$ cat src/rtl/flash_unlock_seq.sv
module flash_unlock_seq #(
  parameter int CLK_DIV    = 4,
  parameter int GAP_SCK    = 2,
  parameter int POLL_LIMIT = 64
) (
  input  logic clk,
  input  logic rst_n,
  input  logic wsr_en_step,
  input  logic wsr_use_50h,
  input  logic miso,
  output logic sck,
  output logic cs_n,
  output logic mosi,
  output logic done,
  output logic fail
);
  localparam int HALF      = CLK_DIV / 2;
  localparam int HW        = (HALF > 1) ? $clog2(HALF) : 1;
  localparam int GAP_TICKS = 2 * GAP_SCK;
  localparam int GW        = $clog2(GAP_TICKS + 1);
  localparam int PW        = $clog2(POLL_LIMIT + 1);

  typedef enum logic [1:0] {CMD_WREN, CMD_WRSR, CMD_RDSR} cmd_e;
  typedef enum logic [1:0] {PH_GAP, PH_XFER, PH_END} phase_e;

  logic [HW-1:0] hcnt;
  logic [GW-1:0] gcnt;
  logic [PW-1:0] polls;
  logic [15:0]   tx;
  logic [7:0]    rx;
  logic [3:0]    bits;
  cmd_e          cmd, nxt_cmd;
  phase_e        phase;
  logic          tick, long_frame;
  logic [15:0]   frame_word;

  assign tick = (hcnt == HW'(HALF - 1));
  assign mosi = tx[15];
  assign nxt_cmd = (cmd == CMD_WREN && !wsr_en_step) ? CMD_WRSR : cmd;
  assign long_frame = (cmd != CMD_WREN);

  always_comb begin
    case (nxt_cmd)
      CMD_WREN: frame_word = {(wsr_use_50h ? 8'h50 : 8'h06), 8'h00};
      CMD_WRSR: frame_word = 16'h0100;
      default:  frame_word = 16'h0500;
    endcase
  end

  always_ff @(posedge clk or negedge rst_n) begin
    if (!rst_n) begin
      hcnt  <= '0;
      gcnt  <= '0;
      polls <= '0;
      tx    <= '0;
      rx    <= '0;
      bits  <= '0;
      cmd   <= CMD_WREN;
      phase <= PH_GAP;
      sck   <= 1'b0;
      cs_n  <= 1'b1;
      done  <= 1'b0;
      fail  <= 1'b0;
    end else begin
      hcnt <= tick ? '0 : hcnt + 1'b1;
      if (tick) begin
        case (phase)
          PH_GAP: begin
            if (gcnt == GW'(GAP_TICKS - 1)) begin
              gcnt  <= '0;
              cs_n  <= 1'b0;
              phase <= PH_XFER;
              cmd   <= nxt_cmd;
              tx    <= frame_word;
              bits  <= '0;
            end else begin
              gcnt <= gcnt + 1'b1;
            end
          end
          PH_XFER: begin
            if (!sck) begin
              sck <= 1'b1;
              rx  <= {rx[6:0], miso};
            end else begin
              sck <= 1'b0;
              if (bits == (long_frame ? 4'd15 : 4'd7)) begin
                cs_n  <= 1'b1;
                phase <= PH_GAP;
                case (cmd)
                  CMD_WREN: cmd <= CMD_WRSR;
                  CMD_WRSR: begin
                    cmd   <= CMD_RDSR;
                    polls <= '0;
                  end
                  default: begin
                    if (rx[0]) begin
                      if (polls == PW'(POLL_LIMIT - 1)) begin
                        fail  <= 1'b1;
                        phase <= PH_END;
                      end else begin
                        polls <= polls + 1'b1;
                      end
                    end else begin
                      if (|rx[5:2]) fail <= 1'b1;
                      else          done <= 1'b1;
                      phase <= PH_END;
                    end
                  end
                endcase
              end else begin
                bits <= bits + 1'b1;
                tx   <= {tx[14:0], 1'b0};
              end
            end
          end
          default: ;
        endcase
      end
    end
  end

  logic [15:0] hi_clks;
  always_ff @(posedge clk or negedge rst_n) begin
    if (!rst_n)                hi_clks <= '0;
    else if (!cs_n)            hi_clks <= '0;
    else if (hi_clks != '1)    hi_clks <= hi_clks + 1'b1;
  end


  idle_sck_chk: assert property (@(posedge clk) disable iff (!rst_n) cs_n |-> !sck);

  mosi_hold_chk: assert property (@(posedge clk) disable iff (!rst_n)
    (sck && $past(sck)) |-> $stable(mosi));

  cs_gap_chk: assert property (@(posedge clk) disable iff (!rst_n)
    $fell(cs_n) |-> (hi_clks >= 16'(GAP_SCK * CLK_DIV)));

  flag_excl_chk: assert property (@(posedge clk) disable iff (!rst_n) !(done && fail));

  done_sticky_chk: assert property (@(posedge clk) disable iff (!rst_n) done |=> done);

  fail_sticky_chk: assert property (@(posedge clk) disable iff (!rst_n) fail |=> fail);

  quiet_after_chk: assert property (@(posedge clk) disable iff (!rst_n) (done || fail) |-> cs_n);
endmodule

$ cat config.mk
export PLATFORM = sky130hd
export DESIGN_NAME = flash_unlock_seq
export DESIGN_NICKNAME = d
export VERILOG_FILES = /design/src/rtl/flash_unlock_seq.sv
export SDC_FILE = /design/constraint.sdc
export NUM_CORES = 1
export LEC_CHECK = 0
export ABC_AREA = 0
export BUFFER_PORTS_ARGS = -buffer_cell sky130_fd_sc_hd__buf_4
export CELL_PAD_IN_SITES_DETAIL_PLACEMENT = 1
export CELL_PAD_IN_SITES_GLOBAL_PLACEMENT = 2
export CORE_ASPECT_RATIO = 0.7
export CORE_MARGIN = 5
export CORE_UTILIZATION = 35
export CTS_CLUSTER_SIZE = 28
export DETAILED_ROUTE_END_ITERATION = 10
export PLACE_DENSITY_LB_ADDON = 0.15
export SLEW_MARGIN = 5
export SYNTH_ARGS = -nofsm -noshare
export SYNTH_HDL_FRONTEND = slang
export SYNTH_SLANG_ARGS = --single-unit
$ cat constraint.sdc
create_clock -name clk -period 1.8 [get_ports clk]
set_input_delay 0.36 -clock clk [delete_from_list [all_inputs] [get_ports clk]]
set_output_delay 0.36 -clock clk [all_outputs]
set_load 0.1 [all_outputs]
## Yosys cells after proc, flatten, opt, wreduce, memory -nomap -nowiden

Index checks and enable logic that the tools add are counted.

| storage, ports and cells | value |
|---|---|
| memories kept | 0 |
| output and inout port bits | 5 |
| memory bits (read-only) | 0 |
| register bits after elaboration | 45 |
| input port bits | 5 |
| bits in latches | 0 |
| word-level logic and storage cells | 91 |
| memory bits (writable) | 0 |

| cells by class | value |
|---|---|
| multipliers | 0 |
| equal/unequal tests | 13 |
| bitwise operators | 5 |
| $lt $le $gt $ge | 0 |
| reductions and logical operators | 20 |
| multiplexer cells | 37 |
| shift-type cells | 0 |
| $add $sub $neg | 4 |
| div/mod/pow operators | 0 |

Operators by type and width:

| cell | count |
|---|---|
| $mux 16 | 3 |
| $pmux 16 s2 | 1 |
| $pmux 15 s2 | 1 |
| $mux 7 | 3 |
| $reduce_and 7->1 | 3 |
| $mux 2 | 10 |
| $mux 4 | 4 |
| $pmux 7 s2 | 1 |
| $pmux 2 s2 | 3 |
| $reduce_and 5->1 | 2 |
| $mux 1 | 8 |
| $ne 2x2->1 const B | 4 |
| $pmux 4 s2 | 1 |
| $reduce_bool 2->1 | 4 |
| $add 7x1->7 const B | 1 |
| $eq 7x6->1 const B | 1 |
| $eq 2x1->1 const B | 3 |
| $logic_not 2->1 | 3 |
| $reduce_and 6->1 | 1 |
| $not 1->1 | 5 |
| $add 4x1->4 const B | 1 |
| $eq 4x4->1 | 1 |
| $ne 2x1->1 const B | 2 |
| $reduce_and 2->1 | 2 |
| other kinds (11) | 11 |

## Longest topological paths before layout

Gate-level depths: netlist of run 1.

| logic depth | value |
|---|---|
| word-level depth | 7 |
| gate-level depth with buffers | 6 |
| mapped depth without buffers | 5 |

## Least setup slack after synthesis of run 1

OpenSTA, ideal clock, no wires.

| timing path | value |
|---|---|
| path kind | register -> register |
| start point | register sck |
| end point | register polls[5] |
| setup slack | -355 ps |
| buffers on the path | 1 |
| library setup time | 92 ps |
| cell stages (with the launch flop) | 5 |
| clock period less this slack | 2155 ps |
| required time | 1708 ps |
| arrival time | 2064 ps |
| cell sequence | dfrtp_1 nand3_1 buf_2 or4_4 o31ai_2 |

| on the way | value |
|---|---|
| longest elaborated chain between the ends | 1 |

Ends and longest elaborated chain:

| item | RTL line | source |
|---|---|---|
| from (decl) | 11 | `output logic sck,` |
| from (signal assigned) | 60 | `sck <= 1'b0;` |
| from (signal assigned) | 82 | `sck <= 1'b1;` |
| from (signal assigned) | 85 | `sck <= 1'b0;` |
| $reduce_and 7->1 (no line) | n/a |  |
| to (signal assigned) | 101 | `polls <= polls + 1'b1;` |
| to (decl) | 28 | `logic [PW-1:0] polls;` |

Every way passes these cells.
A chain may end at the register's enable or synchronous reset.

## Final worst setup path of run 1

| timing path | value |
|---|---|
| start point | register cmd[0] |
| end point | register polls[5] |

| on the way | value |
|---|---|
| longest elaborated chain between the ends | 4 |
| elaborated cells between the ends (all ways) | 10 |
| those cells by class | 3 x eq/ne; 2 x mux; 1 x bitwise; 4 x reduce/logical |

Ends and longest elaborated chain:

| item | RTL line | source |
|---|---|---|
| from (decl) | 32 | `cmd_e cmd, nxt_cmd;` |
| from (signal assigned) | 73 | `cmd <= nxt_cmd;` |
| $reduce_bool 2->1 | 40 | `assign long_frame = (cmd != CMD_WREN);` |
| $mux 4 | 86 | `if (bits == (long_frame ? 4'd15 : 4'd7)) begin` |
| $eq 4x4->1 | 86 |  |
| $reduce_and 7->1 (no line) | n/a |  |

Parallel ways exist; a longest one is shown, timed or not.

==> impl_metrics.ini, run 1 <==
[global_route]
grt_overflow_total = 0
grt_first_pass_wirelength_um = 7670
antenna_found_initial = 0
grt_max_degree = 38
grt.total_usage_pct = 14.8
grt_pass1_vias = 1508

[sta]
setup-violations-final = 4
fin_ws_ps = -54.6
fmax_ghz = 0.539
fin_skew_ps = 3.69
drv_slew = 0
hold_viol = 0
slew-limit-headroom_pct = 65.2
fin_crit_sh_pct = 103
tightestPinTransition_ps = 518
rsz0062_at_grt = true
finalSetupTns_ps = -150
fin_crit_ps = 1850

[place]
portBuffers = 9
hpwl_um = 3330
place_congestion = 0.850
place_ws_ps = -65.4

[worst_setup_path]
crit_required_ps = 2010
worst-path-buf-inv = 0
worstReg2RegEnd = polls[5]
cp_max_fo = 8
cp.arrival_ps = 2060
crit_chain = or3_4 > a21o_4 > or4_4 > o31ai_2
crit_type = reg2reg
crit_start = cmd[0]
reg2regPathDepth = 4
crit_slowest_cell = or4_4
end_kind = register
slowest_delay_ps = 520
cpLargestDelayFamily = simple AND/OR/NAND/NOR gates
critPathLaunchType = register
reg2reg_setup_slack_ps = -50
r2r-start = cmd[0]

[layout]
area_growth_pct = 26.6
final_cell_mix = dfrtp_1 (35), buf_4 (35), nand2_1 (17)
ff_latch_area_um2 = 928
antenna_cells = 0
drive_gt1_share_pct = 34.1
nFillCells = 585
nets = 215
final_util_pct = 44.8
multi_input_area_um2 = 885

[synthesis]
synth_area_leaders = dfrtp_1 (49%), mux2_2 (7.4%), o21ai_0 (3.8%)
synth_ff_type = dfrtp_1
ys_ff_latch = 37
yosysSeqAreaShare_pct = 50.9
syn_area_per_cell_um2 = 10.6
yosys_warnings = 0
netlist.area_leader.share_pct = 49.5
yosys.cell_types.count = 39
synth_area_um2 = 1820
synth_area_leader_cell = dfrtp_1
syn_inst = 172
synth-edff-count = 0
synthArstFlopShare_pct = 100
syn-num-nets = 180

[clock_tree]
clk_latency_ps = 290
cts_num_sinks = 37
cts_tree = done
cts_buffers = 5
htree_levels = 2
clockRootBuffer = clkbuf_8
clk_pin_slew_ps = 80
cts_buffer_depth = 2

[route]
drc = 0
drtIter0Drc = 55
via_per_inst = 5.22
dr.pass1.iters = 4
routedWlPerCell_um = 16.0
final_antenna_net_count = 0
dr_total_vias = 1461
drt_wl_total_um = 4470

[job]
maxCapViolCount = 0

[outcome]
violations = setup timing
outcome = complete, but fails checks

[power_and_ir_drop]
power_w = 0.00254
max-vdd-ir-drop_v = 0.000527
powerDensity_nw_per_um2 = 1100
leakagePower_nw = 1.01

[floorplanning]
start_util_pct = 35.4
dieArea_um2 = 6770
rows = 22
pin_count = 10
die_height_um = 70.3
core_um2 = 5150
die_x_um = 96.2

[worst_hold_path]
hp-class = in2async
==> worst register-to-register path: cells and delay by family (launching register included) <==
kind	cells	cell delay (ps)
AND/OR/NAND/NOR	2	930
AO/OA/AOI/OAI	2	440
flip-flops	1	400
==> power breakdown <==
part | switching [W] | total [W] | internal (W) | leakage, nW
logic | 0.000423 | 0.000753 | 0.000330 | 0.479
clock network | 0.000321 | 0.000772 | 0.000451 | 0.0574
registers | 0.0000842 | 0.00102 | 0.000934 | 0.474
==> cell families (layout without fill, tap and decap cells) <==
logic type,after synthesis,count (layout),share of synthesized area [%]
DFF,37,37,50.9
adders and majority gates,3,3,2.06
and+or+nand+nor,56,56,15.7
xor gates and xnor gates,1,1,0.481
buffers and inverters,12,48,3.85
muxes,13,13,7.97
AOI/OAI and AO/OA,50,50,19.0
==> worst max-delay path by stage <==
stage	to	slack, ps	cells past startpoint
5_1_grt	polls[5]	-120	4
2_1_floorplan	polls[3]	-120	6
6_report	polls[5]	-50	4
3_5_place_dp	polls[5]	-70	4
4_1_cts	polls[5]	-50	4
3_3_place_gp	fail	-20	4
==> cell type report <==
| type | count | area share [%] |
|---|---|---|
| Sequential cell | 37 | 40.3 |
| Inverter | 5 | 0.814 |
| Tap cell | 72 | 3.91 |
| Multi-Input combinational cell | 123 | 38.4 |
| Timing Repair Buffer | 35 | 11.4 |
| Clock inverter | 2 | 1.63 |
| Clock buffer | 6 | 3.58 |
==> routing by layer <==
layer | vias up | wire (µm) | global-route usage (%)
met4 | 0 | 53 | 4.73
met2 | 14 | 1970 | 21.6
li1 | 700 | - | -
met1 | 741 | 2320 | 21.3
met3 | 6 | 135 | 3.55
met5 | - | 0 | 0
==> cell usage after synthesis (3+ instances only) <==
cell and n:
nand3_1 8, a21oi_1 4, mux2_2 12, o31ai_1 9, buf_6 3, nor2_1 10, or4_1 3, a21o_1 4
ha_1 3, nand2b_1 4, dfrtp_1 36, inv_1 5, nand2_1 17, nor2b_1 3, o41ai_1 6, o21ai_0 14
==> metrics by stage <==
stage	std cells	area, µm²	hold slack [ps]
after floorplan	172	1840	64.4
final	280	2300	19.3
after CTS	280	2270	39.1
after global routing	280	2300	61.1
after global placement	272	2140	350
after detailed placement	272	2140	361
==> what timing repair did <==
item | in CTS | in global routing
endpoints found under the setup margin | 10 | 16
setup buffers | 0 | 0
resized for setup | 2 | 7
pin swaps | 0 | 3
hold buffers | 0 | 0
==> flip-flops by register name, summed over array words and instances, names as in the netlist <==
register / count
bits: 4
cmd: 2
cs_n: 1
done: 1
fail: 1
gcnt: 3
hcnt: 1
phase: 2
polls: 7
rx: 6
sck: 1
tx: 8
(Power assumes the default switching activity.)
==> run 2: changes to the inputs <==
--- a/config.mk
+++ b/config.mk
@@ -15,6 +15,7 @@
 export CTS_CLUSTER_SIZE = 28
 export DETAILED_ROUTE_END_ITERATION = 10
 export PLACE_DENSITY_LB_ADDON = 0.15
+export SKIP_CTS_REPAIR_TIMING = 1
 export SLEW_MARGIN = 5
 export SYNTH_ARGS = -nofsm -noshare
 export SYNTH_HDL_FRONTEND = slang
==> constraint.sdc (replaced) <==
create_clock -name clk -period 1.5 [get_ports clk]
set_input_delay 0.3 -clock clk [delete_from_list [all_inputs] [get_ports clk]]
set_output_delay 0.3 -clock clk [all_outputs]
set_load 0.1 [all_outputs]
==> run 2 against run 1 <==
The run ends with hold timing, setup timing left; non-clock buffer count rose by 28; combinational power grew 66%; die area stayed put; largest cell class is now multi-input gates.
==> impl_metrics.ini, run 2 (synthesis results as in run 1) <==
[worst_setup_path]
cp_max_fo = 6
crit_type = reg2reg
end_kind = register
crit_required_ps = 1700
cp.arrival_ps = 2080
critPathLaunchType = register

[place]
portBuffers = 9
hpwl_um = 3660
place_congestion = 0.798
place_ws_ps = -438
dpl.cell_count = 290

[sta]
fin_ws_ps = -379
fin_crit_ps = 1880
drv_slew = 0
fin_crit_sh_pct = 125
fmax_ghz = 0.532
tightestPinTransition_ps = 511
hold_viol = 36
rsz0062_at_grt = true
slew-limit-headroom_pct = 65.9
setup-violations-final = 25
finalSetupTns_ps = -6810
fin_skew_ps = 7.96
holdWs_ps = -23.1

[layout]
largest-register = tx
final_cell_mix = buf_4 (55), dfrtp_1 (34), nand2_1 (16)
nets = 243
antenna_cells = 0
area_growth_pct = 46.1
finalNonFillerCells = 308
reg.largest.list = tx x8, polls x7, rx x6
drive_gt1_share_pct = 47.9
largest_reg_flops = 8
mostFrequentLayoutCell = buf_4

[global_route]
antenna_found_initial = 0
grt_pass1_vias = 1633
grt_overflow_total = 0
grt.total_usage_pct = 15.4
grt_max_degree = 38
grt_first_pass_wirelength_um = 8020

[clock_tree]
htree_levels = 2
clockRootBuffer = clkbuf_8
clk_latency_ps = 290
cts_buffers = 5
clk_pin_slew_ps = 80
cts_tree = done
cts_buffer_depth = 2
cts_num_sinks = 37

[route]
drt_wl_total_um = 5470
routedWlPerCell_um = 17.7
dr.pass1.iters = 4
drtIter0Drc = 68
final_antenna_net_count = 0
drc = 0
via_per_inst = 5.22
dr_total_vias = 1609

[power_and_ir_drop]
max-vdd-ir-drop_v = 0.000714
leakagePower_nw = 1.19
powerDensity_nw_per_um2 = 1210

[job]
maxCapViolCount = 0

[floorplanning]
pin_count = 10
die_height_um = 70.3
dieArea_um2 = 6770
core_um2 = 5150
rows = 22
start_util_pct = 35.4
die_x_um = 96.2

[worst_hold_path]
hp-class = in2async

[outcome]
violations = hold timing, setup timing
outcome = complete, but fails checks
run 2: cell count changes in the layout (fill, tap and decap cells not counted), moves of 2 or more:
cell      change
buf_4        +20
buf_6         +5
clkbuf_1      +2
mux2_2        -7
mux2_4        +7
nor2_1        -3
nor2_4        +3
o21ai_0       -8
o21ai_1       +7
o31ai_1       -2
o31ai_2       +2
o41ai_1       -4
o41ai_2       +3
run 2: stage by stage:
step | util [%] | hold slack, ps | area (µm²) | total power (W)
finish | 51.7 | -23.1 | 2660 | 0.00321
global route | 51.7 | 3.65 | 2660 | 0.00340
CTS | 46.3 | -16.4 | 2380 | 0.00300
detailed placement | 44.5 | 307 | 2290 | 0.00225
global placement | 44.5 | 294 | 2290 | 0.00220
floorplan | - | 4.41 | 1860 | 0.00182
run 2: where the power goes:
| part | switching [W] | internal [W] |
|---|---|---|
| clock | 0.000361 | 0.000375 |
| combinational | 0.000661 | 0.000590 |
| sequential | 0.0000928 | 0.00113 |
| total | 0.00111 | 0.00209 |
run 2: layout make-up:
cell class / count / area, µm²
clock buffer: 8 / 90.1
fill: 580 / 2490
inverter: 5 / 18.8
multi-input combinational: 123 / 1010
sequential: 37 / 932
tap: 72 / 90.1
timing repair buffer: 63 / 514
run 2: worst max-delay path, cell delays in order (launching register included):
cell,delay (ps)
dfrtp_1,430
or3_4,400
a21o_4,250
or4_4,520
o31ai_2,190
run 2: worst paths after layout:
check / cells after the start / startpoint / to / slack, ps
setup / recovery: 4 / cmd[1] / polls[3] / -380
hold / removal: 1 / rst_n / gcnt[1] / -20
setup reg to reg: 4 / cmd[1] / polls[3] / -380
hold reg to reg: 1 / done / done / 470
max in group asynchronous: 1 / rst_n / sck / 1140
min in group clk: 2 / miso / rx[0] / 240
run 2: per-layer routing:
metal  up-vias  wire length, µm  GRT usage [%]
li1        761                -              -
met1       815             2670           22.5
met2        23             2540           22.5
met3        10              156           3.01
met4         0               98           4.89
met5         -                0              0
==> run 3: changes to the inputs <==
--- a/config.mk
+++ b/config.mk
@@ -15,6 +15,7 @@
 export CTS_CLUSTER_SIZE = 28
 export DETAILED_ROUTE_END_ITERATION = 10
 export PLACE_DENSITY_LB_ADDON = 0.15
+export REMOVE_ABC_BUFFERS = 1
 export SKIP_CTS_REPAIR_TIMING = 1
 export SLEW_MARGIN = 5
 export SYNTH_ARGS = -nofsm -noshare
==> run 3 against run 2 <==
The flow still finishes with violations (hold timing, setup timing); flip-flop and latch count did not move; final cell count down 1.6%; via count down 2.9%; count of clock-buffer cells in the layout unchanged; total power is 2.7% lower; critical path depth increased by 1; critical endpoint unchanged; largest power group unchanged.
==> impl_metrics.ini, run 3 (synthesis results as in run 1) <==
[outcome]
outcome = complete, but fails checks
violations = hold timing, setup timing

[clock_tree]
cts_tree = done
clockRootBuffer = clkbuf_8
htree_levels = 2
cts_buffer_depth = 2
clk_latency_ps = 290
clk_pin_slew_ps = 70
cts_buffers = 5
cts_num_sinks = 37

[route]
routedWlPerCell_um = 17.6
wl_met1_um = 2660
drc = 0
dr_wl_met3_um = 137
wl_met2_um = 2470
drt_wl_total_um = 5320
dr.pass1.iters = 4
via_per_inst = 5.16
dr_total_vias = 1562
drtIter0Drc = 36
highest_layer = met4
final_antenna_net_count = 0

[power_and_ir_drop]
power_w = 0.00312
leakagePower_nw = 1.16
powerDensity_nw_per_um2 = 1200
max-vdd-ir-drop_v = 0.000720

[worst_setup_path]
cp_max_fo = 6
reg2regPathDepth = 5
crit_type = reg2reg
cp.arrival_ps = 2090
worstReg2RegEnd = polls[3]
r2r-start = cmd[1]
end_kind = register
reg2reg_setup_slack_ps = -430
critPathLaunchType = register
crit_required_ps = 1660

[sta]
hold_viol = 36
fin_crit_sh_pct = 128
setup-violations-final = 31
fin_skew_ps = 5.76
tightestPinTransition_ps = 495
rsz0062_at_grt = true
slew-limit-headroom_pct = 67.0
fin_crit_ps = 1930
holdWs_ps = -30.1
fmax_ghz = 0.519
drv_slew = 0
fin_ws_ps = -425

[global_route]
grt_pass1_vias = 1578
grt.total_usage_pct = 15.3
grt_first_pass_wirelength_um = 7940
grt_max_degree = 38
grt_overflow_total = 0
antenna_found_initial = 0

[floorplanning]
dieArea_um2 = 6770
die_x_um = 96.2
pin_count = 10
start_util_pct = 35.4
core_um2 = 5150
die_height_um = 70.3
rows = 22

[layout]
mostFrequentLayoutCell = buf_4
largest_reg_flops = 8
nets = 238
reg.largest.list = tx x8, polls x7, rx x6
drive_gt1_share_pct = 43.7
antenna_cells = 0
largest-register = tx
fin_area_um2 = 2590
final_cell_mix = buf_4 (52), dfrtp_1 (36), nand2_1 (16)
nFillCells = 571
area_growth_pct = 42.4

[place]
place_congestion = 0.863
portBuffers = 9
dpl_cell_area_um2 = 2240
place_ws_ps = -387
hpwl_um = 3470

[job]
maxCapViolCount = 0

[worst_hold_path]
hp-class = in2async
-- run 3: how the worst max path moves through the flow --
stage / slack [ps] / startpoint / cells after the start / end
after floorplan: -890 / cmd[1] / 4 / tx[10]
after global placement: -390 / gcnt[0] / 6 / tx[10]
after detailed placement: -390 / cmd[0] / 4 / polls[5]
after CTS: -430 / cmd[0] / 4 / polls[5]
after global routing: -480 / cmd[1] / 5 / polls[3]
final: -430 / cmd[1] / 5 / polls[3]
-- run 3: critical path, stage by stage, from the launching register on --
cell and delay [ps]:
dfrtp_1 390, or3_4 410, a21o_4 230, buf_4 160, o41ai_2 460, o31ai_4 130
-- run 3: power breakdown --
group	total (W)	internal [W]	switching, W	leakage (nW)
Combinational	0.00124	0.000582	0.000656	0.649
Sequential	0.00120	0.00112	0.0000815	0.475
Clock	0.000681	0.000330	0.000351	0.0395
Total	0.00312	0.00203	0.00109	1.16
-- run 3: layer usage --
metal | track usage, % | vias up
met5 | 0 | -
met4 | 6.15 | 0
met3 | 3.34 | 7
met2 | 21.3 | 19
met1 | 22.6 | 786
li1 | - | 750
-- run 3: stage by stage --
step                      std cells  utilization (%)  setup TNS (ps)
after global placement          288             43.6           -6170
after detailed placement        288             43.6           -6920
after CTS                       296             45.1           -7790
final                           303             50.4           -6330
after floorplan                 165                -          -18680
after global routing            303             50.4           -8760
-- run 3: layout make-up --
type	count	area (µm²)	share of cell area [%]
clock buffer	8	80.1	3.09
inverter	5	18.8	0.724
multi-input combinational	123	997	38.5
sequential	37	927	35.8
tap	72	90.1	3.47
timing repair buffer	58	479	18.5
